**src/rtl/ddr2_cmd_tracker.sv**
```systemverilog
module ddr2_cmd_tracker #(
  parameter int NBANK  = 8,
  parameter int ROW_W  = 14,
  parameter int ADDR_W = 14,
  parameter int AP_BIT = 10,
  parameter int NUM_MR = 4,
  localparam int BA_W  = $clog2(NBANK)
) (
  input  logic                   clk,
  input  logic                   rst_n,
  input  logic                   cke,
  input  logic                   cs_n,
  input  logic                   ras_n,
  input  logic                   cas_n,
  input  logic                   we_n,
  input  logic [BA_W-1:0]        ba,
  input  logic [ADDR_W-1:0]      addr,
  output logic [2:0]             cmd,
  output logic [BA_W-1:0]        cmd_bank,
  output logic [NBANK-1:0]       bank_open,
  output logic [NBANK*ROW_W-1:0] open_rows,
  output logic                   auto_pre,
  output logic                   illegal,
  output logic [NUM_MR-1:0]      mr_wr,
  output logic [ADDR_W-1:0]      mr_op,
  output logic [1:0]             pwr_state
);

  localparam logic [2:0] C_NOP = 3'd0, C_ACT = 3'd1, C_RD  = 3'd2, C_WR = 3'd3,
                         C_PRE = 3'd4, C_REF = 3'd5, C_MRS = 3'd6, C_DES = 3'd7;
  localparam logic [1:0] P_ACT = 2'b00, P_PPD = 2'b01, P_APD = 2'b10;

  logic [2:0] dec;
  always_comb begin
    casez ({cs_n, ras_n, cas_n, we_n})
      4'b1???: dec = C_DES;
      4'b0011: dec = C_ACT;
      4'b0101: dec = C_RD;
      4'b0100: dec = C_WR;
      4'b0010: dec = C_PRE;
      4'b0001: dec = C_REF;
      4'b0000: dec = C_MRS;
      default: dec = C_NOP;
    endcase
  end

  wire live     = cke && (pwr_state == P_ACT);
  wire ap       = addr[AP_BIT];
  wire tgt_open = bank_open[ba];
  wire any_open = |bank_open;
  wire is_rw    = (dec == C_RD) || (dec == C_WR);
  wire bad      = live && (((dec == C_ACT) && tgt_open) ||
                           (is_rw && !tgt_open) ||
                           ((dec == C_REF) && any_open));
  wire go       = live && !bad;

  genvar i;
  generate
    for (i = 0; i < NBANK; i++) begin : g_bank
      wire hit = (ba == BA_W'(i));
      always_ff @(posedge clk) begin
        if (!rst_n) begin
          bank_open[i] <= 1'b0;
          open_rows[i*ROW_W +: ROW_W] <= '0;
        end else if (go) begin
          if (dec == C_ACT && hit) begin
            bank_open[i] <= 1'b1;
            open_rows[i*ROW_W +: ROW_W] <= addr[ROW_W-1:0];
          end else if (dec == C_PRE && (ap || hit)) begin
            bank_open[i] <= 1'b0;
          end else if (is_rw && hit && ap) begin
            bank_open[i] <= 1'b0;
          end
        end
      end
    end
    for (i = 0; i < NUM_MR; i++) begin : g_mr
      always_ff @(posedge clk) begin
        if (!rst_n) mr_wr[i] <= 1'b0;
        else        mr_wr[i] <= live && (dec == C_MRS) && (ba == BA_W'(i));
      end
    end
  endgenerate

  always_ff @(posedge clk) begin
    if (!rst_n) begin
      pwr_state <= P_ACT;
      cmd       <= C_NOP;
      cmd_bank  <= '0;
      illegal   <= 1'b0;
      auto_pre  <= 1'b0;
      mr_op     <= '0;
    end else begin
      if (!cke && pwr_state == P_ACT) pwr_state <= any_open ? P_APD : P_PPD;
      else if (cke && pwr_state != P_ACT) pwr_state <= P_ACT;
      cmd      <= live ? dec : C_NOP;
      cmd_bank <= ba;
      illegal  <= bad;
      auto_pre <= go && is_rw && ap;
      mr_op    <= addr;
    end
  end

endmodule

```
**config.mk**
```make
export PLATFORM = sky130hd
export DESIGN_NAME = ddr2_cmd_tracker
export DESIGN_NICKNAME = d
export VERILOG_FILES = /design/src/rtl/ddr2_cmd_tracker.sv
export SDC_FILE = /design/constraint.sdc
export NUM_CORES = 1
export LEC_CHECK = 0
export CORE_MARGIN = 4
export CORE_UTILIZATION = 50
export CTS_CLUSTER_SIZE = 14
export DETAILED_ROUTE_END_ITERATION = 16
export PLACE_DENSITY = 0.86
export SLEW_MARGIN = 30
export SYNTH_ARGS = -nofsm -noshare
export SYNTH_HDL_FRONTEND = slang
export SYNTH_SLANG_ARGS = --single-unit
export TNS_END_PERCENT = 100
```
**constraint.sdc**
```tcl
create_clock -name clk -period 3.1 [get_ports clk]
set_clock_uncertainty 0.05 [all_clocks]
set_input_delay 0.62 -clock clk [delete_from_list [all_inputs] [get_ports clk]]
set_output_delay 0.62 -clock clk [all_outputs]
set_load 0.03 [all_outputs]
```
### After elaboration in Yosys (flattened, before gate mapping)

Index checks and enable logic that the tools add are counted.

| cells by class | value |
|---|---|
| add/subtract/negate cells | 0 |
| multipliers | 0 |
| divide/modulo/power cells | 0 |
| order comparisons | 1 |
| equal/unequal tests | 18 |
| shift operators | 0 |
| multiplexer cells | 30 |
| bitwise gates (word level) | 0 |
| reduce and logical (&&, ||, !) cells | 92 |

Operator list:

| cell | number |
|---|---|
| logical AND 1 bit | 47 |
| AND reduction 2 bit | 17 |
| 2-to-1 mux 1 bit | 25 |
| nonzero test 3 bit | 8 |
| equality test 3 bit, second input constant | 7 |
| case mux 3 bit (7 select lines) | 1 |
| equality test 3 x 2 -> 1 bit, second input constant | 4 |
| logical OR 1 bit | 11 |
| equality test 4 x 2 -> 1 bit, second input constant | 2 |
| equality test 4 x 3 -> 1 bit, second input constant | 2 |
| OR reduction 8 bit | 1 |
| equality test 3 x 1 -> 1 bit, second input constant | 2 |
| 2-to-1 mux 2 bit | 3 |
| equality test 4 x 1 -> 1 bit, second input constant | 1 |
| zero test 4 bit | 1 |
| less-than comparator 3 x 4 -> 1 bit, second input constant | 1 |
| nonzero test 2 bit | 2 |
| binary-select mux 1 bit (select 3 bit) | 1 |
| zero test 1 bit | 3 |
| zero test 3 bit | 1 |
| zero test 2 bit | 1 |

| storage, ports and cells | value |
|---|---|
| register bits after elaboration | 148 |
| latch bits | 0 |
| RAM bits | 0 |
| ROM bits | 0 |
| input port bits | 24 |
| output and inout port bits | 148 |
| memories | 0 |

### Logic depth before layout (Yosys ltp)

| logic depth | value |
|---|---|
| word-level depth | 12 |
| gate-level depth with buffers | 10 |

### Least setup slack after synthesis

OpenSTA, ideal clock, no wires.

| timing path | value |
|---|---|
| path type | input port to flip-flop |
| start | input ba[1] |
| end | register open_rows[46] |
| library setup time | 73 ps |
| arrival | 2096 ps |
| required time | 2977 ps |
| setup slack | 882 ps |
| stages | 8 |
| buffers on the path | 3 |
| cells stage by stage | buf_2 -> and2b_1 -> a22oi_2 -> a21o_1 -> buf_6 -> nor3_4 -> buf_6 -> mux2i_1 |

| between the ends | value |
|---|---|
| word-level cells in the longest chain between the ends | 10 |

Ends and longest elaborated chain:

| what | RTL line | source |
|---|---|---|
| from (decl) | 16 | `input logic [BA_W-1:0] ba,` |
| binary-select mux 1 bit (select 3 bit) | 49 | `wire tgt_open = bank_open[ba];` |
| 2-to-1 mux 1 bit (not written as such) | 49 |  |
| zero test 1 bit | 53 | `(is_rw && !tgt_open) \|\|` |
| logical AND 1 bit | 53 |  |
| logical OR 1 bit | 52 | `wire bad = live && (((dec == C_ACT) && tgt_open) \|\|` |
| logical OR 1 bit | 53 |  |
| logical AND 1 bit | 52 |  |
| zero test 1 bit | 55 | `wire go = live && !bad;` |
| logical AND 1 bit | 55 |  |
| AND reduction 2 bit (no source line) * | n/a |  |
| to (signal, indexed assignment) | 68 | `open_rows[i*ROW_W +: ROW_W] <= addr[ROW_W-1:0];` |
| to (decl) | 21 | `output logic [NBANK*ROW_W-1:0] open_rows,` |

Mark *: on every way between the ends. The rest lies on a longest branch, timed or not. The select of a mux whose other input is x is not followed.
A chain may end at the register's enable or synchronous reset.

### Worst setup path after layout

| timing path | value |
|---|---|
| start | input ba[2] |
| end | register open_rows[39] |

Same word-level chain as after synthesis.

==> qor.txt <==
TNS Setup: 0 ns
Synth top area share: 0.536
ANT cells: 0
Seq pwr share: 0.479
Iter 0 DRT Violations: 205
net count after synthesis: 565
largest net degree at the start of global routing: 76
max_slew headroom: 0.573
vias after detailed routing: 4415
remaining global-route overflow: 0
Comb pwr share: 0.063
cell row count: 38
Initial DRT Pass Iterations: 4
Synth cell types: 39
ANT nets after route: 0
setup bufs post-CTS: 0
worst path required time: 3.49 ns
Die X: 113 um
Synth Instances: 539
routed len/inst: 17.6 um
GRT Total Usage: 0.243
Area growth syn-to-layout: 43.3%
register area share after synthesis: 0.536
CTS max path bufs: 2
Post-CTS Resized: 0
Root Buffer: clkbuf_8
top-count cell post-synth: dfxtp_1
Fin. Hold Viols: 0
Highest Clock Rate: 392 MHz
top cells by count, synth: dfxtp_1 (148), nand2_1 (127), mux2i_1 (116)
Yosys top cell by area: dfxtp_1
IO Pins: 172
Post-synth EDFFs: 0
Crit path largest cell delay: 0.68 ns
Slew Limit Fails: 0
maximum vdd drop: 0.000313 V
Mapped Area: 5530 um^2
Avg Inst Size Synth: 10.3 um^2
Synth Warn #: 0
total CTS buffers: 17
Cell Chain, Critical Path: clkdlybuf4s50_1, nor2b_1, a22oi_2, a21o_1, nor2_4, mux2i_1
die area: 12800 um^2
later-pin clock latency in the skew report: 0.51 ns
ranking of synthesized cells by area: dfxtp_1 (54%), mux2i_1 (21%), nand2_1 (8.6%)
via-per-instance ratio: 5.10
Net Sw Power: 0.946 mW
final WL: 15200 um
length of routed wiring on met1: 6140 um
internal power: 3.08 mW
Switching Share: 0.235
max_cap viols: 0
nets: 739
first-pass GRT wire length: 24400 um
crit end category: flop
hold depth: 2
Tcrit/Tclk final: 0.823
share of cells above drive strength 1: 0.0800
Final setup viols: 0
RD Place Congestion: 0.863
metal3 WL: 1480 um
clk sinks: 148
crit path launch type: input port
Critical Path Slowest Stage Cell: clkdlybuf4s50_1
Total Power: 4.02 mW
Seq cells post-synth: 148
clock group share of total power: 0.458
Primary FF master, synth: dfxtp_1
fraction of synthesis flops using an asynchronous set or reset pin: 0
PortBufs: 171
hold buffers post-CTS: 0
Lkg Pwr: 2.79 nW
Hold Path Class: reg -> reg
core area: 10800 um^2
vias in the first global route: 4598
DR top layer: met4
pwr dens: 508 nW/um^2
Worst Max-Slew Pin Slew: 0.639 ns
CTS tree: built
initial antenna violation count: 0
met2 routed WL: 7360 um
initial core utilization: 0.510
DP Wirelength: 10700 um
Setup CP Type: in -> reg
Critical Path AT: 2.94 ns
drt drc: 0
Fillers: 795
outcome: completed
reg2reg path depth: 7
H-tree depth: 4
Die H: 113 um
RSZ-0062 raised after global routing: false
Worst Path Max Fanout: 15
Worst-path clk slew: 0.06 ns
fin crit period: 2.55 ns
## cell usage in the layout, fill, tap and decap left out, drive strengths merged
cell / n
a21boi: 1
nor2b: 20
nor2: 18
inv: 16
o2bb2ai: 3
or3b: 1
clkinvlp: 4
clkbuf: 19
bufinv: 1
and3: 1
a21oi: 7
ha: 2
and2b: 1
o211ai: 1
mux2i: 116
buf: 17
nand3: 2
nor3b: 5
or4: 1
mux2: 1
a2bb2oi: 1
clkinv: 6
a32oi: 1
a21o: 1
a22oi: 1
nor3: 6
nand2: 127
o21ai: 6
dfxtp: 148
nor4: 3
nand3b: 2
nand2b: 3
nand4: 1
o21a: 8
and2: 4
clkdlybuf4s50: 170
## sequential cells by signal (all words and copies together), names as in the netlist
signal / count
cmd: 3
pwr_state: 2
auto_pre: 1
open_rows: 112
bank_open: 8
mr_wr: 4
mr_op: 14
cmd_bank: 3
illegal: 1
## routing by layer
| layer | vias to the layer above | track usage |
|---|---|---|
| met3 | 23 | 0.0984 |
| met4 | 0 | 0.0745 |
| li1 | 2126 | - |
| met1 | 2109 | 0.282 |
| met2 | 157 | 0.412 |
| met5 | - | 0 |
## worst paths after layout
check	endpoint	slack [ns]	from
worst min register to register	open_rows[17]$_SDFFE_PN0P_	0.41	open_rows[17]$_SDFFE_PN0P_
worst min-delay path	open_rows[17]$_SDFFE_PN0P_	0.41	open_rows[17]$_SDFFE_PN0P_
worst max-delay path	open_rows[39]$_SDFFE_PN0P_	0.55	ba[2]
worst max register to register	open_rows[39]$_SDFFE_PN0P_	0.73	pwr_state[1]$_SDFFE_PN0P_
## critical path, delay by kind of cell
kind / cells / cell delay [ns]
simple gates: 2 / 0.87
buf+inv: 1 / 0.68
compound gates: 2 / 0.47
mux: 1 / 0.28
## cells by family after synthesis
group                      count (synthesis)  share of synthesized area
DFF                                      148                      0.536
and+or+nand+nor                          195                      0.166
AOI/OAI and AO/OA                         30                     0.0376
buffers and inverters                     47                     0.0435
adders and majority gates                  2                    0.00453
muxes                                    117                      0.212
## cell type report
| type | count | area (um^2) | share of cell area |
|---|---|---|---|
| Sequential cell | 148 | 2960 | 0.374 |
| Multi-Input combinational cell | 344 | 2330 | 0.294 |
| Timing Repair Buffer | 187 | 1870 | 0.236 |
| Clock buffer | 19 | 422 | 0.0532 |
| Tap cell | 140 | 175 | 0.0221 |
| Clock inverter | 12 | 110 | 0.0139 |
| Inverter | 15 | 56.3 | 0.00711 |
## power groups by stage
| stage | Combinational, mW | Clock [mW] | Sequential (mW) |
|---|---|---|---|
| floorplan | 0.103 | 0 | 2.01 |
| global placement | 0.250 | 0 | 1.97 |
| detailed placement | 0.254 | 0 | 1.97 |
| CTS | 0.256 | 1.86 | 1.93 |
| global route | 0.276 | 1.96 | 1.93 |
| finish | 0.255 | 1.84 | 1.93 |
## stage by stage
stage | utilization | worst slack [ns] | hold WS, ns | area [um^2] | cells
final | 0.730 | 0.549 | 0.406 | 7920 | 865
after global routing | 0.730 | 0.454 | 0.426 | 7920 | 865
after CTS | 0.730 | 0.595 | 0.409 | 7920 | 865
after detailed placement | 0.681 | 0.0822 | 0.396 | 7390 | 834
after global placement | 0.681 | 0.198 | 0.391 | 7390 | 834
after floorplan | - | 0.882 | 0.533 | 5530 | 539
No activity file was read; power rests on OpenSTA's default activity.
